[config.mk]
export PLATFORM = sky130hd
export DESIGN_NAME = serial_cmd_decoder
export DESIGN_NICKNAME = d
export VERILOG_FILES = /design/src/rtl/scd_pkg.sv /design/src/rtl/scd_regbank.sv /design/src/rtl/scd_streamer.sv /design/src/rtl/serial_cmd_decoder.sv
export SDC_FILE = /design/constraint.sdc
export NUM_CORES = 1
export LEC_CHECK = 0
export BUFFER_PORTS_ARGS = -buffer_cell sky130_fd_sc_hd__buf_4
export CELL_PAD_IN_SITES_DETAIL_PLACEMENT = 1
export CELL_PAD_IN_SITES_GLOBAL_PLACEMENT = 1
export CORE_ASPECT_RATIO = 0.6
export CORE_MARGIN = 2
export CORE_UTILIZATION = 42
export DETAILED_ROUTE_END_ITERATION = 16
export GPL_TIMING_DRIVEN = 0
export PLACE_DENSITY = 0.82
export SLEW_MARGIN = 30
export SYNTH_ARGS = -nofsm -noshare
export SYNTH_HDL_FRONTEND = slang
export SYNTH_SLANG_ARGS = --single-unit
[constraint.sdc]
create_clock -name clk -period 2.6 [get_ports clk]
set_input_delay 0.52 -clock clk [delete_from_list [all_inputs] [get_ports clk]]
set_output_delay 0.52 -clock clk [all_outputs]
set_load 0.02 [all_outputs]
[src/rtl/scd_pkg.sv]
package scd_pkg;

    localparam logic [7:0] OP_NOP    = 8'h00;
    localparam logic [4:0] OP_RD_HI  = 5'b00010;
    localparam logic [4:0] OP_WR_HI  = 5'b00011;
    localparam logic [7:0] OP_DUMP   = 8'h20;
    localparam logic [7:0] OP_RESYNC = 8'hF0;

    localparam logic [2:0] SLOT_ADDR = 3'd0;
    localparam logic [2:0] SLOT_TRIG = 3'd1;
    localparam logic [2:0] SLOT_CTRL = 3'd2;
    localparam logic [2:0] SLOT_STAT = 3'd3;
    localparam logic [2:0] SLOT_CNT  = 3'd4;
    localparam logic [2:0] SLOT_ID   = 3'd7;

    typedef enum logic [2:0] {
        K_NOP, K_READ, K_WRITE, K_DUMP, K_RESYNC, K_OTHER
    } op_kind_e;

    typedef enum logic [1:0] {
        ST_IDLE, ST_WDATA, ST_REPLY, ST_DUMP
    } dec_state_e;

    typedef enum logic [1:0] {
        SS_IDLE, SS_REQ, SS_DATA
    } strm_state_e;

    function automatic op_kind_e classify(input logic [7:0] b);
        if (b == OP_NOP)               return K_NOP;
        else if (b[7:3] == OP_RD_HI)   return K_READ;
        else if (b[7:3] == OP_WR_HI)   return K_WRITE;
        else if (b == OP_DUMP)         return K_DUMP;
        else if (b == OP_RESYNC)       return K_RESYNC;
        else                           return K_OTHER;
    endfunction

endpackage

[src/rtl/scd_regbank.sv]
module scd_regbank
    import scd_pkg::*;
#(
    parameter int              REG_W    = 32,
    parameter logic [REG_W-1:0] ID_VALUE = '0
) (
    input  logic             clk,
    input  logic             rst,
    input  logic             wr_en,
    input  logic [2:0]       wr_idx,
    input  logic [REG_W-1:0] wr_data,
    input  logic [2:0]       rd_idx,
    output logic [REG_W-1:0] rd_data,
    input  logic [REG_W-1:0] status_in,
    output logic [REG_W-1:0] addr_q,
    output logic [REG_W-1:0] trig_q,
    output logic [REG_W-1:0] ctrl_q,
    output logic [REG_W-1:0] cnt_q
);

    always_ff @(posedge clk) begin
        if (rst) begin
            addr_q <= '0;
            trig_q <= '0;
            ctrl_q <= '0;
            cnt_q  <= '0;
        end else if (wr_en) begin
            case (wr_idx)
                SLOT_ADDR: addr_q <= wr_data;
                SLOT_TRIG: trig_q <= wr_data;
                SLOT_CTRL: ctrl_q <= wr_data;
                SLOT_CNT:  cnt_q  <= wr_data;
                default: ;
            endcase
        end
    end

    always_comb begin
        case (rd_idx)
            SLOT_ADDR: rd_data = addr_q;
            SLOT_TRIG: rd_data = trig_q;
            SLOT_CTRL: rd_data = ctrl_q;
            SLOT_STAT: rd_data = status_in;
            SLOT_CNT:  rd_data = cnt_q;
            SLOT_ID:   rd_data = ID_VALUE;
            default:   rd_data = '0;
        endcase
    end


    ctrl_guard_chk: assert property (@(posedge clk) disable iff (rst)
        (wr_en && wr_idx != SLOT_CTRL) |=> $stable(ctrl_q));

endmodule

[src/rtl/scd_streamer.sv]
module scd_streamer
    import scd_pkg::*;
#(
    parameter int REG_W       = 32,
    parameter int FRAME_BYTES = 16
) (
    input  logic             clk,
    input  logic             rst,
    input  logic             start,
    input  logic [REG_W-1:0] base_frame,
    input  logic [REG_W-1:0] frame_count,
    output logic             mem_req_valid,
    output logic [REG_W-1:0] mem_req_frame,
    input  logic             mem_req_ready,
    input  logic             mem_rd_valid,
    input  logic [7:0]       mem_rd_data,
    output logic             mem_rd_ready,
    output logic             out_valid,
    output logic [7:0]       out_data,
    input  logic             out_ready,
    output logic             done
);

    localparam int BC_W = (FRAME_BYTES > 1) ? $clog2(FRAME_BYTES) : 1;
    localparam logic [BC_W-1:0] LAST_BYTE = BC_W'(FRAME_BYTES - 1);

    strm_state_e      st;
    logic [BC_W-1:0]  bcnt;
    logic [REG_W-1:0] left;
    logic [REG_W-1:0] frame;
    logic             take;

    assign mem_req_valid = (st == SS_REQ);
    assign mem_req_frame = frame;
    assign out_valid     = (st == SS_DATA) && mem_rd_valid;
    assign out_data      = mem_rd_data;
    assign mem_rd_ready  = (st == SS_DATA) && out_ready;
    assign take          = mem_rd_valid && mem_rd_ready;
    assign done          = take && (bcnt == LAST_BYTE) && (left == REG_W'(1));

    always_ff @(posedge clk) begin
        if (rst) begin
            st    <= SS_IDLE;
            bcnt  <= '0;
            left  <= '0;
            frame <= '0;
        end else begin
            case (st)
                SS_IDLE: if (start) begin
                    frame <= base_frame;
                    left  <= frame_count;
                    st    <= SS_REQ;
                end
                SS_REQ: if (mem_req_ready) begin
                    bcnt <= '0;
                    st   <= SS_DATA;
                end
                SS_DATA: if (take) begin
                    bcnt <= bcnt + 1'b1;
                    if (bcnt == LAST_BYTE) begin
                        left  <= left - 1'b1;
                        frame <= frame + 1'b1;
                        st    <= (left == REG_W'(1)) ? SS_IDLE : SS_REQ;
                    end
                end
                default: st <= SS_IDLE;
            endcase
        end
    end


    req_hold_chk: assert property (@(posedge clk) disable iff (rst)
        (mem_req_valid && !mem_req_ready) |=> (mem_req_valid && $stable(mem_req_frame)));


    req_data_excl_chk: assert property (@(posedge clk) disable iff (rst)
        out_valid |-> !mem_req_valid);

endmodule

[src/rtl/serial_cmd_decoder.sv]
module serial_cmd_decoder
    import scd_pkg::*;
#(
    parameter int               REG_W       = 32,
    parameter logic [REG_W-1:0] ID_VALUE    = 32'h5C0D_E701,
    parameter int               FRAME_BYTES = 16
) (
    input  logic             clk,
    input  logic             rst,
    input  logic             rx_valid,
    input  logic [7:0]       rx_data,
    output logic             rx_ready,
    output logic             tx_valid,
    output logic [7:0]       tx_data,
    input  logic             tx_ready,
    input  logic [REG_W-1:0] status_in,
    output logic [REG_W-1:0] cap_addr,
    output logic [REG_W-1:0] trig_count,
    output logic [REG_W-1:0] ctrl_word,
    output logic             resync_pulse,
    output logic             mem_req_valid,
    output logic [REG_W-1:0] mem_req_frame,
    input  logic             mem_req_ready,
    input  logic             mem_rd_valid,
    input  logic [7:0]       mem_rd_data,
    output logic             mem_rd_ready
);

    localparam int NBYTES = REG_W / 8;
    localparam int CNT_W  = (NBYTES > 1) ? $clog2(NBYTES) : 1;
    localparam logic [CNT_W-1:0] LAST_B = CNT_W'(NBYTES - 1);

    dec_state_e       st;
    op_kind_e         kind;
    logic [CNT_W-1:0] bcnt;
    logic [2:0]       idx_q;
    logic [REG_W-1:0] snap, wbuf, rd_data, wr_data, cnt_q;
    logic             wr_en, s_start, s_valid, s_done, resync_q;
    logic [7:0]       s_data;

    assign kind     = classify(rx_data);
    assign rx_ready = (st == ST_IDLE) || (st == ST_WDATA);
    assign wr_en    = (st == ST_WDATA) && rx_valid && (bcnt == LAST_B);
    assign wr_data  = {rx_data, wbuf[REG_W-1:8]};
    assign s_start  = (st == ST_IDLE) && rx_valid && (kind == K_DUMP) && (cnt_q != '0);
    assign tx_valid = (st == ST_REPLY) || ((st == ST_DUMP) && s_valid);
    assign tx_data  = (st == ST_REPLY) ? snap[7:0] : s_data;
    assign resync_pulse = resync_q;

    scd_regbank #(.REG_W(REG_W), .ID_VALUE(ID_VALUE)) regs_i (
        .clk(clk), .rst(rst), .wr_en(wr_en), .wr_idx(idx_q), .wr_data(wr_data),
        .rd_idx(rx_data[2:0]), .rd_data(rd_data), .status_in(status_in),
        .addr_q(cap_addr), .trig_q(trig_count), .ctrl_q(ctrl_word), .cnt_q(cnt_q)
    );

    scd_streamer #(.REG_W(REG_W), .FRAME_BYTES(FRAME_BYTES)) strm_i (
        .clk(clk), .rst(rst), .start(s_start), .base_frame(cap_addr),
        .frame_count(cnt_q), .mem_req_valid(mem_req_valid),
        .mem_req_frame(mem_req_frame), .mem_req_ready(mem_req_ready),
        .mem_rd_valid(mem_rd_valid), .mem_rd_data(mem_rd_data),
        .mem_rd_ready(mem_rd_ready), .out_valid(s_valid), .out_data(s_data),
        .out_ready(tx_ready), .done(s_done)
    );

    always_ff @(posedge clk) begin
        if (rst) begin
            st       <= ST_IDLE;
            bcnt     <= '0;
            idx_q    <= '0;
            snap     <= '0;
            wbuf     <= '0;
            resync_q <= 1'b0;
        end else begin
            resync_q <= 1'b0;
            case (st)
                ST_IDLE: if (rx_valid) begin
                    bcnt <= '0;
                    case (kind)
                        K_READ: begin
                            snap <= rd_data;
                            st   <= ST_REPLY;
                        end
                        K_WRITE: begin
                            idx_q <= rx_data[2:0];
                            st    <= ST_WDATA;
                        end
                        K_DUMP:   if (cnt_q != '0) st <= ST_DUMP;
                        K_RESYNC: resync_q <= 1'b1;
                        default: ;
                    endcase
                end
                ST_WDATA: if (rx_valid) begin
                    wbuf <= wr_data;
                    bcnt <= bcnt + 1'b1;
                    if (bcnt == LAST_B) st <= ST_IDLE;
                end
                ST_REPLY: if (tx_ready) begin
                    snap <= snap >> 8;
                    bcnt <= bcnt + 1'b1;
                    if (bcnt == LAST_B) st <= ST_IDLE;
                end
                ST_DUMP: if (s_done) st <= ST_IDLE;
                default: st <= ST_IDLE;
            endcase
        end
    end


    busy_no_rx_chk: assert property (@(posedge clk) disable iff (rst)
        tx_valid |-> !rx_ready);


    tx_hold_chk: assert property (@(posedge clk) disable iff (rst)
        (tx_valid && !tx_ready) |=> (tx_valid && $stable(tx_data)));


    resync_width_chk: assert property (@(posedge clk) disable iff (rst)
        resync_pulse |=> !resync_pulse);


    empty_dump_chk: assert property (@(posedge clk) disable iff (rst)
        (rx_ready && !tx_valid && rx_valid && rx_data == OP_DUMP && cnt_q == '0)
        |=> (rx_ready && !mem_req_valid));


    resync_quiet_chk: assert property (@(posedge clk) disable iff (rst)
        resync_pulse |-> !tx_valid);

endmodule

==> results.toml <==
[critical_path]
critPathRequiredTime_ns = 3.11
cp-start-kind = "flop"
end_kind = "flop"
rrSetupSlack_ns = -0.03
arrival_ns = 3.14
critPathKind = "reg -> reg"
cp_max_fo = 10

[die]
chipWidth_um = 232.9
core-area_sq_mm = 0.03103
start_util = 0.4254
dieHeight_um = 141.3
rows = 50
dieArea_sq_mm = 0.03291
io_pins = 195

[drt]
postRouteAntennaNets = 0
drc = 0
wl_met2_um = 27550
vias_per_cell = 6.565
drt-total-wl_um = 70800
num_vias = 15910
drtIter0Drc = 2067
top_layer = "met5"
routedWlPerCell_um = 29.22
dr.pass1.iters = 5
wl_met3_um = 10540
wl_met1_um = 30780

[synthesis]
synth_ff_type = "dfxtp_1"
syn_area_sq_mm = 0.01320
synth-edff-count = 0
synth_area_leaders = "dfxtp_1 (40%), nand2_1 (13%), a21oi_1 (9.1%)"
synth-seq-cells = 262
seq_area_frac_synth = 0.3973
synth_largest_area_cell = "dfxtp_1"
syn_inst = 1759
synth_cell_type_count = 73
syn_avg_cell_area_sq_um = 7.504
ys_warn_count = 0
async_flop_share = 0
syn-num-nets = 1822
synth_top_area_share = 0.3973

[grt]
grt_overflow = 0
antenna_found_initial = 1
grt_max_degree = 14
grt_pass1_vias = 15120
grt_pass1_wl_um = 101400
grt_usage = 0.4191

[pwr]
ir_drop_mv = 0.4597
p_per_area_mw_per_mm2 = 565.7
leakagePower_nw = 5.889

[timing]
rsz0062_at_grt = "true"
fmax_mhz = 380.7
drv_slew = 0
final-hold-violation-count = 0
timing.final.crit_period_ns = 2.627
setup_viol = 3
worst_pin_slew_ns = 1.050
fin_ws_ns = -0.02652
period_share = 1.010
slew_headroom = 0.3003
clock_skew_ns = 0.01651
fin_setup_tns_ns = -0.06734
hold_ws_ns = 0.3260

[final_layout]
drive_above_1_share = 0.1815
final_common_cell = "nand2_1"
fillCellCount = 3931
area_delta_synth_final_pct = 24.36
layout.nets = 2048
postLayoutCoreUtil = 0.5290
final_cell_mix = "nand2_1 (453), dfxtp_1 (259), a21oi_1 (240)"

[place]
gp_congestion = 1.024
portBuffers = 187
dp_hpwl_um = 53540

[cts]
cts_root_buf = "clkbuf_16"
clock_latency_ns = 0.57
cts_max_level = 1
cts_tree = "built"
cts_sinks = 262
clk_pin_slew_ns = 0.07
cts_buffer_depth = 3
cts_buffers = 28

[outcome]
violations = "setup timing"
status = "finished with violations"

[job]
cap_violations = 0

[min_path]
hp-class = "in -> reg"
## state kept, by name (all words and copies together), names as in the netlist
register	cells
regs_i.cnt_q	32
idx_q	3
regs_i.ctrl_q	32
regs_i.addr_q	32
snap	32
regs_i.trig_q	32
strm_i.st	2
st	2
wbuf	24
strm_i.left	32
strm_i.mem_req_frame	32
resync_pulse	1
strm_i.bcnt	4
bcnt	2
## power by group
part / internal, mW / switching [mW]
registers: 4.03 / 0.0379
logic: 0.273 / 0.587
clock network: 2.53 / 1.83
## area by class of cell
type / count / area [sq um] / area share
clock inverter: 9 / 120.1 / 0.007317
sequential: 262 / 5249 / 0.3197
antenna: 1 / 2.502 / 0.0001524
multi-input combinational: 1314 / 7357 / 0.4482
buffer: 158 / 729.5 / 0.04444
timing repair buffer: 199 / 1510 / 0.09200
inverter: 22 / 82.58 / 0.005031
clock buffer: 42 / 844.6 / 0.05145
tap: 416 / 520.5 / 0.03171
## kinds of logic after synthesis
kind of cell    Yosys count  share of synthesized area
flops                   262                     0.3973
simple gates            729                     0.2466
buf+inv                 183                    0.05526
fa+ha+maj                 9                   0.008531
compound gates          523                     0.2502
mux                      53                    0.04199
## path summary, 6_finish.rpt
| path | from | to | depth (start not counted) |
|---|---|---|---|
| max | strm_i.st[0] | strm_i.left[19] | 6 |
| min | rx_valid | resync_pulse | 3 |
| max reg2reg | strm_i.st[0] | strm_i.left[19] | 6 |
| min reg2reg | strm_i.left[31] | strm_i.left[31] | 2 |
## metrics by stage
step | setup slack, ns | instance area, sq um | power [mW] | cells
final | -0.02652 | 16420 | 9.287 | 2423
after global routing | -0.07117 | 16410 | 9.467 | 2422
after CTS | 0.008886 | 16260 | 9.187 | 2416
after detailed placement | -0.9847 | 15120 | 4.935 | 2362
after global placement | -0.9249 | 15120 | 4.919 | 2362
after floorplan | 0.4241 | 13200 | 4.579 | 1759
## timing repair
action / CTS / global route
gates resized for setup: 47 / 57
pin swaps: 2 / 2
gates cloned: 0 / 0
hold buffers: 0 / 0
buffers inserted: 5 / 7
endpoints found under the setup margin: 191 / 169
## synthesized netlist by cell type, types with 4 or more instances
| cell | count |
|---|---|
| nand2_1 | 454 |
| dfxtp_1 | 262 |
| a21oi_1 | 240 |
| clkbuf_1 | 126 |
| nor2_1 | 73 |
| nand3_1 | 57 |
| o21ai_0 | 48 |
| a31oi_1 | 47 |
| o32ai_1 | 39 |
| mux2i_1 | 34 |
| nand4_1 | 28 |
| nor3_1 | 26 |
| a22oi_1 | 24 |
| inv_1 | 21 |
| buf_2 | 19 |
| mux2_2 | 19 |
| nor4_1 | 16 |
| a22o_1 | 15 |
| o22ai_1 | 15 |
| and3_1 | 14 |
| o211ai_1 | 14 |
| buf_1 | 13 |
| nor2b_1 | 11 |
| a2bb2oi_1 | 9 |
| and2_1 | 9 |
| ha_1 | 9 |
| o31a_1 | 8 |
| a32oi_1 | 7 |
| or3_1 | 6 |
| a21boi_0 | 5 |
| a32o_1 | 5 |
| o221a_2 | 5 |
| o311ai_0 | 5 |
| a221oi_1 | 4 |
| nand2b_1 | 4 |
| o21ai_1 | 4 |
| or4_1 | 4 |
## worst max-delay path, cell delays in order (launching register included)
cell	delay, ns
dfxtp_2	0.37
nand2b_1	0.34
clkbuf_1	0.41
nor3_1	0.87
nand3_1	0.16
a221o_1	0.35
o21ai_1	0.06
## layer usage
metal / up-vias / global-route usage
met4: 2 / 0.1053
met1: 7931 / 0.6150
met3: 144 / 0.1722
met5: - / 0
li1: 6780 / -
met2: 1050 / 0.5578
Power figures use the tool's default switching activity.
